===== src/rtl/fx_explog_pkg.sv =====
package fx_explog_pkg;
  localparam int DW   = 36;          // data and accumulator width
  localparam int FB   = 15;          // fraction bits of arg and result
  localparam int MW   = DW / 2;      // multiplier operand width
  localparam int KW   = 8;           // exponent k width
  localparam int CAW  = 5;           // coefficient ROM address width
  localparam int NST  = 12;          // number of one-hot states

  // Scaled constants
  localparam int LOG2E_Q15    = 47275;  // log2(e) * 2^15
  localparam int LN2_Q17      = 90852;  // ln(2)   * 2^17
  localparam int HALF_LN2_Q15 = 11357;  // ln(2)/2 * 2^15
  localparam int TS_SH        = 3;      // pre-shift of argument before k estimate
  localparam int LN2_SH       = 2;      // LN2_Q17 -> Q15

  // ROM layout: exp coefficients highest order first, then ln series
  localparam int EXP_FIRST = 0;
  localparam int EXP_LAST  = 5;
  localparam int LN_FIRST  = 6;
  localparam int LN_LAST   = 16;

  typedef enum int {
    S_IDLE  = 0,
    S_RED   = 1,
    S_KEXP  = 2,
    S_KLN   = 3,
    S_PRE   = 4,
    S_HINIT = 5,
    S_FETCH = 6,
    S_MAC   = 7,
    S_SQ1   = 8,
    S_SQ2   = 9,
    S_FIN   = 10,
    S_SCALE = 11
  } st_idx_e;
endpackage


===== src/rtl/fx_coef_rom.sv =====
module fx_coef_rom #(
  parameter int AW = 5,
  parameter int W  = 18
) (
  input  logic                clk,
  input  logic [AW-1:0]       addr,
  output logic signed [W-1:0] q
);
  // Q3.15 coefficients; registered read so the table maps to block ROM
  function automatic logic signed [W-1:0] coef(input logic [AW-1:0] a);
    case (a)
      5'd0:    coef = W'(7);        // exp P: x^5
      5'd1:    coef = W'(46);       // x^4
      5'd2:    coef = W'(273);      // x^3
      5'd3:    coef = W'(1365);     // x^2
      5'd4:    coef = W'(5461);     // x^1
      5'd5:    coef = W'(16384);    // x^0
      5'd6:    coef = W'(2979);     // ln series: 1/11
      5'd7:    coef = -W'(3277);    // -1/10
      5'd8:    coef = W'(3641);     // 1/9
      5'd9:    coef = -W'(4096);    // -1/8
      5'd10:   coef = W'(4681);     // 1/7
      5'd11:   coef = -W'(5461);    // -1/6
      5'd12:   coef = W'(6554);     // 1/5
      5'd13:   coef = -W'(8192);    // -1/4
      5'd14:   coef = W'(10923);    // 1/3
      5'd15:   coef = -W'(16384);   // -1/2
      5'd16:   coef = W'(32768);    // 1
      default: coef = '0;
    endcase
  endfunction

  always_ff @(posedge clk) begin
    q <= coef(addr);
  end
endmodule


===== src/rtl/fx_lead_one.sv =====
module fx_lead_one #(
  parameter int W  = 35,
  parameter int PW = $clog2(W)
) (
  input  logic [W-1:0]  v,
  output logic [PW-1:0] pos
);
  always_comb begin
    pos = '0;
    for (int i = 0; i < W; i++) begin
      if (v[i]) pos = PW'(i);
    end
  end
endmodule


===== src/rtl/fx_mul.sv =====
module fx_mul #(
  parameter int W = 18
) (
  input  logic signed [W-1:0]   a,
  input  logic signed [W-1:0]   b,
  output logic signed [2*W-1:0] p
);
  assign p = a * b;
endmodule


===== src/rtl/fx_explog_unit.sv =====
module fx_explog_unit
  import fx_explog_pkg::*;
#(
  parameter int EXP_LIM_INT = 24
) (
  input  logic          clk,
  input  logic          rst,
  input  logic          start,
  input  logic          op_ln,
  input  logic [DW-1:0] arg,
  output logic          busy,
  output logic          done,
  output logic [DW-1:0] result
);
  localparam int WW  = 2 * DW;
  localparam int PW  = $clog2(DW - 1);
  localparam int NSH = DW - 1 - FB;          // Q(DW-1) mantissa -> Q(FB)
  localparam int KSH = 2 * FB - TS_SH;       // product scale of k estimate
  localparam logic signed [DW-1:0] RES_MAX  = {1'b0, {(DW-1){1'b1}}};
  localparam logic signed [DW-1:0] RES_MIN  = {1'b1, {(DW-1){1'b0}}};
  localparam logic signed [DW-1:0] EXP_HI   = DW'(longint'(EXP_LIM_INT) << FB);
  localparam logic signed [DW-1:0] EXP_LO   = -EXP_HI;
  localparam logic signed [DW-1:0] RND_F    = DW'(64'd1 << (FB - 1));
  localparam logic signed [DW-1:0] ONE_2F   = DW'(64'd1 << (2 * FB));
  localparam logic signed [DW-1:0] ONE_F    = DW'(64'd1 << FB);
  localparam logic [DW-1:0] SQRT_HALF = DW'(longint'(0.7071067811865476 * (2.0 ** (DW - 1))));

  logic [NST-1:0]         st, nxt;
  logic                   op_q;
  logic signed [DW-1:0]   arg_q;
  logic signed [MW-1:0]   xreg;
  logic signed [KW-1:0]   kreg;
  logic signed [DW-1:0]   kln2;
  logic signed [DW-1:0]   acc;
  logic [CAW-1:0]         cidx;

  logic signed [MW-1:0]   coef_q;
  logic [PW-1:0]          lead_pos;
  logic signed [MW-1:0]   mul_a, mul_b;
  logic signed [DW-1:0]   prod;

  logic [DW-1:0]          norm;
  logic                   fold;
  logic signed [KW-1:0]   k_ln;
  logic signed [DW-1:0]   z_full;
  logic signed [DW-1:0]   t_full;
  logic signed [DW-1:0]   kln2_w;
  logic signed [DW-1:0]   acc_rnd;
  logic signed [DW-1:0]   coef_ext, x_ext;
  logic                   red_exit;
  logic signed [DW-1:0]   red_val;
  logic [DW-1:0]          exp_res;
  logic [CAW-1:0]         c_last;

  // ---------------- shared resources ----------------
  fx_coef_rom #(.AW(CAW), .W(MW)) u_rom (.clk(clk), .addr(cidx), .q(coef_q));
  fx_lead_one #(.W(DW - 1), .PW(PW)) u_lead (.v(arg_q[DW-2:0]), .pos(lead_pos));
  fx_mul #(.W(MW)) u_mul (.a(mul_a), .b(mul_b), .p(prod));

  // ---------------- range reduction datapath ----------------
  always_comb begin
    norm   = {1'b0, arg_q[DW-2:0]} << (DW - 2 - int'(lead_pos));
    fold   = norm < SQRT_HALF;
    k_ln   = KW'(fold ? (int'(lead_pos) - FB) : (int'(lead_pos) + 1 - FB));
    z_full = fold ? $signed((norm + DW'(64'd1 << (NSH - 2))) >> (NSH - 1))
                  : $signed((norm + DW'(64'd1 << (NSH - 1))) >> NSH);
    z_full = z_full - ONE_F;
    t_full = arg_q + DW'(HALF_LN2_Q15);
  end

  always_comb begin
    acc_rnd  = (acc + RND_F) >>> FB;
    coef_ext = {{(DW-MW){coef_q[MW-1]}}, coef_q};
    x_ext    = {{(DW-MW){xreg[MW-1]}}, xreg};
    kln2_w   = (prod + DW'(2)) >>> LN2_SH;
    c_last   = op_q ? CAW'(LN_LAST) : CAW'(EXP_LAST);
  end

  // operand selection for the single multiplier
  always_comb begin
    unique case (1'b1)
      st[S_KEXP]: begin
        mul_a = MW'(t_full >>> TS_SH);
        mul_b = MW'(LOG2E_Q15);
      end
      st[S_KLN]: begin
        mul_a = {{(MW-KW){kreg[KW-1]}}, kreg};
        mul_b = MW'(LN2_Q17);
      end
      default: begin
        mul_a = MW'(acc_rnd);
        mul_b = xreg;
      end
    endcase
  end

  // early exits decided right after the argument is latched
  always_comb begin
    if (op_q) begin
      red_exit = arg_q <= 0;
      red_val  = RES_MIN;
    end else begin
      red_exit = (arg_q > EXP_HI) || (arg_q < EXP_LO);
      red_val  = (arg_q > EXP_HI) ? RES_MAX : '0;
    end
  end

  // 2^k reconstruction with saturation (acc holds e^x in Q2F, positive)
  always_comb begin
    int         shv;
    logic [WW-1:0] wide;
    shv     = int'(kreg) - FB;
    wide    = '0;
    exp_res = '0;
    if (shv >= 0) begin
      wide = {{DW{1'b0}}, acc} << shv;
      exp_res = (wide > {{DW{1'b0}}, RES_MAX}) ? RES_MAX : wide[DW-1:0];
    end else if (-shv < WW - 1) begin
      wide = ({{DW{1'b0}}, acc} + (WW'(1) << (-shv - 1))) >> (-shv);
      exp_res = wide[DW-1:0];
    end
  end

  // ---------------- one-hot control ----------------
  always_comb begin
    nxt = '0;
    unique case (1'b1)
      st[S_IDLE]:  nxt[start ? S_RED : S_IDLE] = 1'b1;
      st[S_RED]:   nxt[red_exit ? S_IDLE : (op_q ? S_KLN : S_KEXP)] = 1'b1;
      st[S_KEXP]:  nxt[S_KLN] = 1'b1;
      st[S_KLN]:   nxt[S_PRE] = 1'b1;
      st[S_PRE]:   nxt[S_HINIT] = 1'b1;
      st[S_HINIT]: nxt[S_FETCH] = 1'b1;
      st[S_FETCH]: nxt[S_MAC] = 1'b1;
      st[S_MAC]:   nxt[(cidx == c_last) ? S_SQ1 : S_FETCH] = 1'b1;
      st[S_SQ1]:   nxt[op_q ? S_FIN : S_SQ2] = 1'b1;
      st[S_SQ2]:   nxt[S_FIN] = 1'b1;
      st[S_FIN]:   nxt[S_SCALE] = 1'b1;
      st[S_SCALE]: nxt[S_IDLE] = 1'b1;
      default:     nxt[S_IDLE] = 1'b1;
    endcase
  end

  always_ff @(posedge clk) begin
    if (rst) begin
      st     <= NST'(1) << S_IDLE;
      busy   <= 1'b0;
      done   <= 1'b0;
      result <= '0;
      op_q   <= 1'b0;
      arg_q  <= '0;
      xreg   <= '0;
      kreg   <= '0;
      kln2   <= '0;
      acc    <= '0;
      cidx   <= '0;
    end else begin
      st   <= nxt;
      done <= 1'b0;
      unique case (1'b1)
        st[S_IDLE]: if (start) begin
          op_q  <= op_ln;
          arg_q <= arg;
          busy  <= 1'b1;
        end
        st[S_RED]: begin
          if (red_exit) begin
            result <= red_val;
            done   <= 1'b1;
            busy   <= 1'b0;
          end else if (op_q) begin
            xreg <= MW'(z_full);
            kreg <= k_ln;
          end
        end
        st[S_KEXP]: kreg <= KW'(prod >>> KSH);
        st[S_KLN]: begin
          kln2 <= kln2_w;
          if (!op_q) xreg <= MW'(arg_q - kln2_w);
          cidx <= op_q ? CAW'(LN_FIRST) : CAW'(EXP_FIRST);
        end
        st[S_HINIT]: begin
          acc  <= coef_ext <<< FB;
          cidx <= cidx + 1'b1;
        end
        st[S_MAC]: begin
          acc <= prod + (coef_ext <<< FB);
          if (cidx != c_last) cidx <= cidx + 1'b1;
        end
        st[S_SQ1], st[S_SQ2]: acc <= prod;
        st[S_FIN]: acc <= op_q ? acc + (kln2 <<< FB)
                               : acc + (x_ext <<< FB) + ONE_2F;
        st[S_SCALE]: begin
          result <= op_q ? acc_rnd : exp_res;
          done   <= 1'b1;
          busy   <= 1'b0;
        end
        default: ;
      endcase
    end
  end

  // ---------------- assertions ----------------
  assert_onehot_state_R6: assert property (@(posedge clk) disable iff (rst)
    $countones(st) == 1);

  assert_done_pulse_R7: assert property (@(posedge clk) disable iff (rst)
    done |=> !done);

  assert_idle_on_done_R7: assert property (@(posedge clk) disable iff (rst)
    done |-> !busy);

  assert_start_ignored_R8: assert property (@(posedge clk) disable iff (rst)
    (busy && start) |=> ($stable(arg_q) && $stable(op_q)));

  assert_exp_nonneg_R3: assert property (@(posedge clk) disable iff (rst)
    (done && !op_q) |-> !result[DW-1]);

  assert_ln_nonpos_R5: assert property (@(posedge clk) disable iff (rst)
    (done && op_q && (arg_q <= 0)) |-> (result == RES_MIN));
endmodule


===== config.mk =====
export PLATFORM = sky130hd
export DESIGN_NAME = fx_explog_unit
export DESIGN_NICKNAME = d
export VERILOG_FILES = /design/src/rtl/fx_explog_pkg.sv /design/src/rtl/fx_coef_rom.sv /design/src/rtl/fx_lead_one.sv /design/src/rtl/fx_mul.sv /design/src/rtl/fx_explog_unit.sv
export SDC_FILE = /design/constraint.sdc
export NUM_CORES = 2
export LEC_CHECK = 0
export BUFFER_PORTS_ARGS = -buffer_cell sky130_fd_sc_hd__buf_2
export CORE_ASPECT_RATIO = 1.2
export CORE_UTILIZATION = 27
export DETAILED_ROUTE_END_ITERATION = 8
export PLACE_DENSITY = 0.43
export SLEW_MARGIN = 20
export SYNTH_ARGS = -nofsm -noshare
export SYNTH_HDL_FRONTEND = slang
export SYNTH_HIERARCHICAL = 1
export SYNTH_SLANG_ARGS = --single-unit

===== constraint.sdc =====
create_clock -name clk -period 14 [get_ports clk]
set_input_delay 0.7 -clock clk [delete_from_list [all_inputs] [get_ports clk]]
set_output_delay 0.7 -clock clk [all_outputs]
set_load 0.005 [all_outputs]

After elaboration in Yosys (flattened, before gate mapping) --
Memories as Yosys holds them, arrays and structs flattened. A register that Yosys moved wholly into a read port is not among the register bits. Index checks and enable logic that the tools add are counted. W data, S select, Z words.
Storage, ports and cells: input bits 40, register bits 175, memories kept 1, output and inout bits 38, logic and storage cells 167, memory bits (read-only) 576
Cells by class: multipliers 1, $lt $le $gt $ge 15, add/subtract/negate cells 20, shift operators 4, reduce and logical (&&, ||, !) cells 19, multiplexer cells 88, equality and inequality tests 8
Memories:
- (no name shown) | words 32, width 18, read ports 1, clocked after memory_dff 1, write ports 0, line fx_coef_rom.sv:11 | case (a)
Operators with widths (number):
- $mux W36 | 7
- $pmux W36 S4 | 1
- $pmux W18 S2 | 3
- $mux W5 | 18
- $add A36 B33 Y36 | 2
- $add A36 B72 Y72 | 1
- $gt A72 B35 Y1 const B | 1
- $pmux W36 S2 | 1
- $shl A1 B32 Y72 const A | 1
- $shl A36 B32 Y72 | 1
- $shr A72 B32 Y36 | 1
- $mux W18 | 3
- $pmux W1 S5 | 8
- $add A36 B16 Y36 const B | 1
- $add A36 B19 Y36 const B | 1
- $add A36 B20 Y36 const B | 1
- $add A36 B32 Y36 const B | 1
- $add A36 B36 Y36 | 1
- $gt A36 B21 Y1 const B | 1
- $le A36 B1 Y1 const B | 1
- $lt A36 B21 Y1 const B | 1
- $lt A36 B35 Y1 const B | 1
- $mul A18 B18 Y36 | 1
- $mux W4 | 9
- other kinds (48) | 88

Longest topological paths before layout --
depth after elaboration 42, gate-level depth with buffers 47, depth with buffers taken out 46

By module --
The synthesis kept the hierarchy.
By module, submodules not included:
- fx_explog_unit | instances 1, area each 24693.7 um^2, cells an instance 3394, seq. area each 3503.4 um^2
- fx_mul | instances 1, area each 12264.3 um^2, cells an instance 1367, seq. area each 0.0 um^2
- fx_coef_rom | instances 1, area each 833.3 um^2, cells an instance 90, seq. area each 340.3 um^2
- fx_lead_one | instances 1, area each 359.1 um^2, cells an instance 68, seq. area each 0.0 um^2

Worst setup path before layout --
Ideal clock, no wire load.
path kind register to register, start point register arg_q[3], end point register acc[30], path buffers 2, clock period less this slack 10042 ps, cell stages (with the launch flop) 46, arrival time 9914 ps, required time 13872 ps, setup time 128 ps, path slack 3958 ps, cell sequence dfxtp_1 > clkbuf_1 > nor3_1 > a21boi_0 > nor2b_1 > nor2_1 > nor2b_1 > a31oi_1 > nor2b_1 > nor2b_1 > o21a_1 > nand4_1 > nor2_1 > xnor2_1 > o221ai_1 > clkbuf_1 > nand2_1 > inv_1 > [10 not listed] > fa_1 > inv_1 > ha_1 > nand2_1 > nor2_1 > a22oi_2 > a21oi_2 > a2111oi_0 > xnor2_1 > ha_1 > and2_1 > a31o_2 > a31oi_1 > nor2b_1 > xnor2_1 > a221oi_1 > a2bb2oi_1 > nor2_1
On the way: longest elaborated chain between the ends 5
RTL lines:
- from (decl) | line fx_explog_unit.sv:30 | logic signed [DW-1:0] arg_q;
- from (signal assigned) | line fx_explog_unit.sv:163 | arg_q <= arg;
- $add A21 B15 Y21 | line fx_explog_unit.sv:68 | t_full = arg_q + DW'(HALF_LN2_Q15);
- $pmux W18 S2 | line fx_explog_unit.sv:81 | unique case (1'b1)
- named net mul_a[17] | line fx_explog_unit.sv:39 | logic signed [MW-1:0] mul_a, mul_b;
- $mul A18 B18 Y36 | line fx_mul.sv:8 | assign p = a * b;
- named net prod[29] | line fx_explog_unit.sv:40 | logic signed [DW-1:0] prod;
- $add A36 B33 Y36 | line fx_explog_unit.sv:187 | acc <= prod + (coef_ext <<< FB);
- $pmux W36 S4 | line fx_explog_unit.sv:160 | unique case (1'b1)
- to (signal assigned) | line fx_explog_unit.sv:187
- to (signal assigned) | line fx_explog_unit.sv:190 | st[S_SQ1], st[S_SQ2]: acc <= prod;
- to (signal assigned) | line fx_explog_unit.sv:191 | st[S_FIN]: acc <= op_q ? acc + (kln2 <<< FB)
- to (decl) | line fx_explog_unit.sv:34 | logic signed [DW-1:0] acc;
The timed path passes the listed nets, and every way through them passes these cells. A chain may end at the register's enable or synchronous reset.

Final worst setup path --
start point register arg_q[3], end point register acc[35]
The elaborated chain is that of the path after synthesis.

==> results by group <==
Clocking
  – Worst skew pair latency: 0.52 ns
  – CTS Buf Count: 17
  – Root Driver: clkbuf_16
  – Gates resized, CTS repair: 0
  – Setup bufs post-CTS: 0
  – CTS tree: done
  – Clock sink count: 192
  – Htree depth: 4
  – Reg clk slew, reported paths: around 0.080 ns
  – Post-CTS Hold Buffers: 0
  – Bufs on Longest Clock Path: 2

Layout
  – Share of layout cells above drive strength 1: 8.98%
  – Nets: 5459
  – Util after Layout: 29.5%
  – Syn-to-layout area delta: 8.14%

Floorplanning
  – Core Region: 140000 um^2
  – Std-Cell Rows: 150
  – IO Count: between 70 and 80
  – Chip height: 414 um
  – Die width: 345 um
  – Initial Util: 27.3%
  – Die Area: 143000 um^2

Synthesis
  – Post-synthesis sequential area ratio: 10.1%
  – Synth async-reset ratio: 0%
  – Synth unique cells: 112
  – Syn Area/Cell: around 7.8 um^2
  – Syn Inst Count: 4919
  – Yosys reg bits: between 150 and 200
  – Post-synth EDFFs: 0
  – Ys Warns: 6
  – Mapped cell area: between 30000 and 40000 um^2
  – Post-Syn Nets: approximately 5500
  – Most used DFF post-synth: dfxtp_1

Critical path
  – CP Capture Type: register
  – Setup CP Type: reg2reg
  – Data arrival, critical path: 11.65 ns
  – CP top delay family: adder cells
  – Slowest CP cell: fa_1
  – CP bufs+invs: 6
  – Crit path launch type: register
  – CP required: 14.38 ns
  – CP max stage delay: 0.58 ns
  – Critical Path Fanout Max: 18

Pwr
  – P_sw: 1.15 mW
  – P_int: 1.22 mW
  – Net Sw Frac: between 40% and 50%
  – Combinational Power Share: 52.4%
  – Clock power share: 21.9%
  – Tot Pwr: 2.37 mW
  – Worst VDD drop: roughly 100 uV
  – P_leak: 17.3 nW
  – Sequential power share: 25.8%
  – PwrDens: 57.5 nW/um^2

Placed design
  – Number of port buffers: 77
  – DPL Wire Length: 131000 um
  – Routability cong.: 0.971

Global route
  – GRT overflow: 0
  – Initial antenna violation count: 7
  – Gr usage total: 23.1%
  – First-pass GRT wire length: between 200000 and 250000 um
  – Maximum number of pins on one net before global-route repair: 91
  – Vias in the first global route: 37051

STA
  – Count of final setup violators: 0
  – Worst clock skew: 0.0332 ns
  – Final period utilization: 80.5%
  – Minimum clock period: 11.27 ns
  – Final slew viol count: 0
  – Max-Slew Margin vs Limit: 21.0%
  – Final hold viol count: 0
  – Fmax: 88.8 MHz
  – Tightest Pin Transition: roughly 1.2 ns
  – Setup TNS: 0 ns
  – RSZ-0062 raised after global routing: no

Outcome
  – Status: finished, final reports clean

Routing
  – Antenna Nets Post-Route: 0
  – Pre-antenna DRT Iters: 8
  – Drt total wl: 166000 um
  – Via density: ~5.5
  – Number of remaining DRC errors: 0
  – Total vias in the final route: approximately 37000
  – DR iter-0 viols: 3261
  – WL per Instance: 24.9 um

Run
  – Max cap viols: 0

Worst hold path
  – Hold Crit Class: in2reg
## synthesized netlist by cell type (19+ instances only)
cell | count | share of area, %
nand2_1 | 583 | 5.7
inv_1 | 494 | 4.9
nor2_1 | 368 | 3.6
fa_1 | 334 | 18
a21oi_1 | 317 | 4.2
ha_1 | 254 | 8.3
clkbuf_1 | 226 | 2.2
and2_1 | 210 | 3.4
o21ai_0 | 207 | 2.7
dfxtp_1 | 192 | 10
xnor2_1 | 145 | 3.3
nand3_1 | 126 | 1.7
nor3_1 | 126 | 1.7
xor2_1 | 90 | 2.1
a211oi_1 | 86 | 1.7
mux4_2 | 84 | 5.0
a31oi_1 | 68 | 1.1
a21o_1 | 67 | 1.3
mux2i_1 | 66 | 1.7
or3_1 | 48 | 0.79
nor2b_1 | 45 | 0.74
nand4_1 | 41 | 0.67
nor4_1 | 40 | 0.66
nand2b_1 | 37 | 0.61
and3_1 | 36 | 0.59
buf_1 | 34 | 0.33
o211ai_1 | 34 | 0.67
o31ai_1 | 33 | 0.65
a22oi_1 | 32 | 0.63
o21a_1 | 28 | 0.55
a221oi_1 | 27 | 0.62
mux2_2 | 25 | 0.74
o21bai_1 | 25 | 0.49
or2_2 | 20 | 0.33
buf_2 | 19 | 0.25
## power by group through the flow
stage	registers (mW)	clock network [mW]	logic, mW
after detailed placement	0.623	0	1.23
final	0.611	0.518	1.24
after floorplan	0.604	0	0.830
after global placement	0.624	0	1.23
after CTS	0.611	0.531	1.23
after global routing	0.614	0.549	1.33
## metal layers
metal	routed length [um]	global-route usage, %
met2	79600	39.8
met3	7770	2.19
met5	27	0
met1	70500	29.3
met4	7890	9.86
## cell families after synthesis
kind of cell | count (synthesis) | share of synthesized area [%]
DFF | 192 | 10.1
AOI/OAI and AO/OA | 1191 | 21.0
other | 1 | 0.00983
adders and majority gates | 588 | 25.9
buffers and inverters | 789 | 8.00
xor gates and xnor gates | 241 | 5.71
muxes | 176 | 7.47
and+or+nand+nor | 1741 | 21.9
## worst reg2reg max path, delay by kind of cell, from the launching register on
family / cells / cell delay, ns
flops: 1 / 0.57
xor+xnor: 3 / 0.43
buf+inv: 6 / 0.70
compound gates: 13 / 3.17
fa+ha+maj: 8 / 3.72
simple gates: 14 / 2.59
## registers in the layout (all words and copies together) (netlist names), 8 cells and up
signal / cells
acc: 36
arg_q: 36
result: 36
kln2: 21
xreg: 18
u_rom/q: 17
st: 12
kreg: 8
## placed cells by master (no fill, tap or decap), types with 88 or more instances in the layout
master | netlist | layout
a21oi_1 | 317 | 316
dfxtp_1 | 192 | 188
nor3_1 | 126 | 125
and2_1 | 210 | 209
xnor2_1 | 145 | 137
nor2_1 | 368 | 366
buf_4 | 8 | 107
nand2_1 | 583 | 583
inv_1 | 494 | 494
xor2_1 | 90 | 88
ha_1 | 254 | 252
fa_1 | 334 | 334
o21ai_0 | 207 | 205
nand3_1 | 126 | 126
## worst paths after layout
path	from	to	slack [ns]	depth (start not counted)
worst max-delay path	arg_q[3]$_SDFFE_PP0P_	acc[35]$_SDFFE_PP0P_	2.73	44
worst min-delay path	arg[7]	arg_q[7]$_SDFFE_PP0P_	0.42	3
worst max register to register	arg_q[3]$_SDFFE_PP0P_	acc[35]$_SDFFE_PP0P_	2.73	44
worst min register to register	st[6]$_SDFF_PP0_	st[7]$_SDFF_PP0_	0.47	1
## area by class of cell
| cell class | instances | area [um^2] |
|---|---|---|
| Fill cell | 15156 | 98600 |
| Multi-Input combinational cell | 3938 | 31500 |
| Sequential cell | 192 | 3850 |
| Tap cell | 1824 | 2280 |
| Inverter | 497 | 1870 |
| Timing Repair Buffer | 185 | 1220 |
| Clock buffer | 18 | 429 |
| Clock inverter | 13 | 120 |
| Antenna cell | 1 | 2.50 |
## per-stage QoR
step / instances / hold slack [ns] / setup slack [ns] / cell area [um^2]
3_3_place_gp: 6635 / 0.453 / 2.87 / 40700
3_5_place_dp: 6635 / 0.457 / 2.70 / 40700
4_1_cts: 6666 / 0.391 / 2.67 / 41200
5_1_grt: 6667 / 0.414 / 1.92 / 41300
6_report: 6668 / 0.424 / 2.73 / 41300
2_1_floorplan: 4919 / 0.440 / 3.96 / 38200
Power figures use the tool's default switching activity.
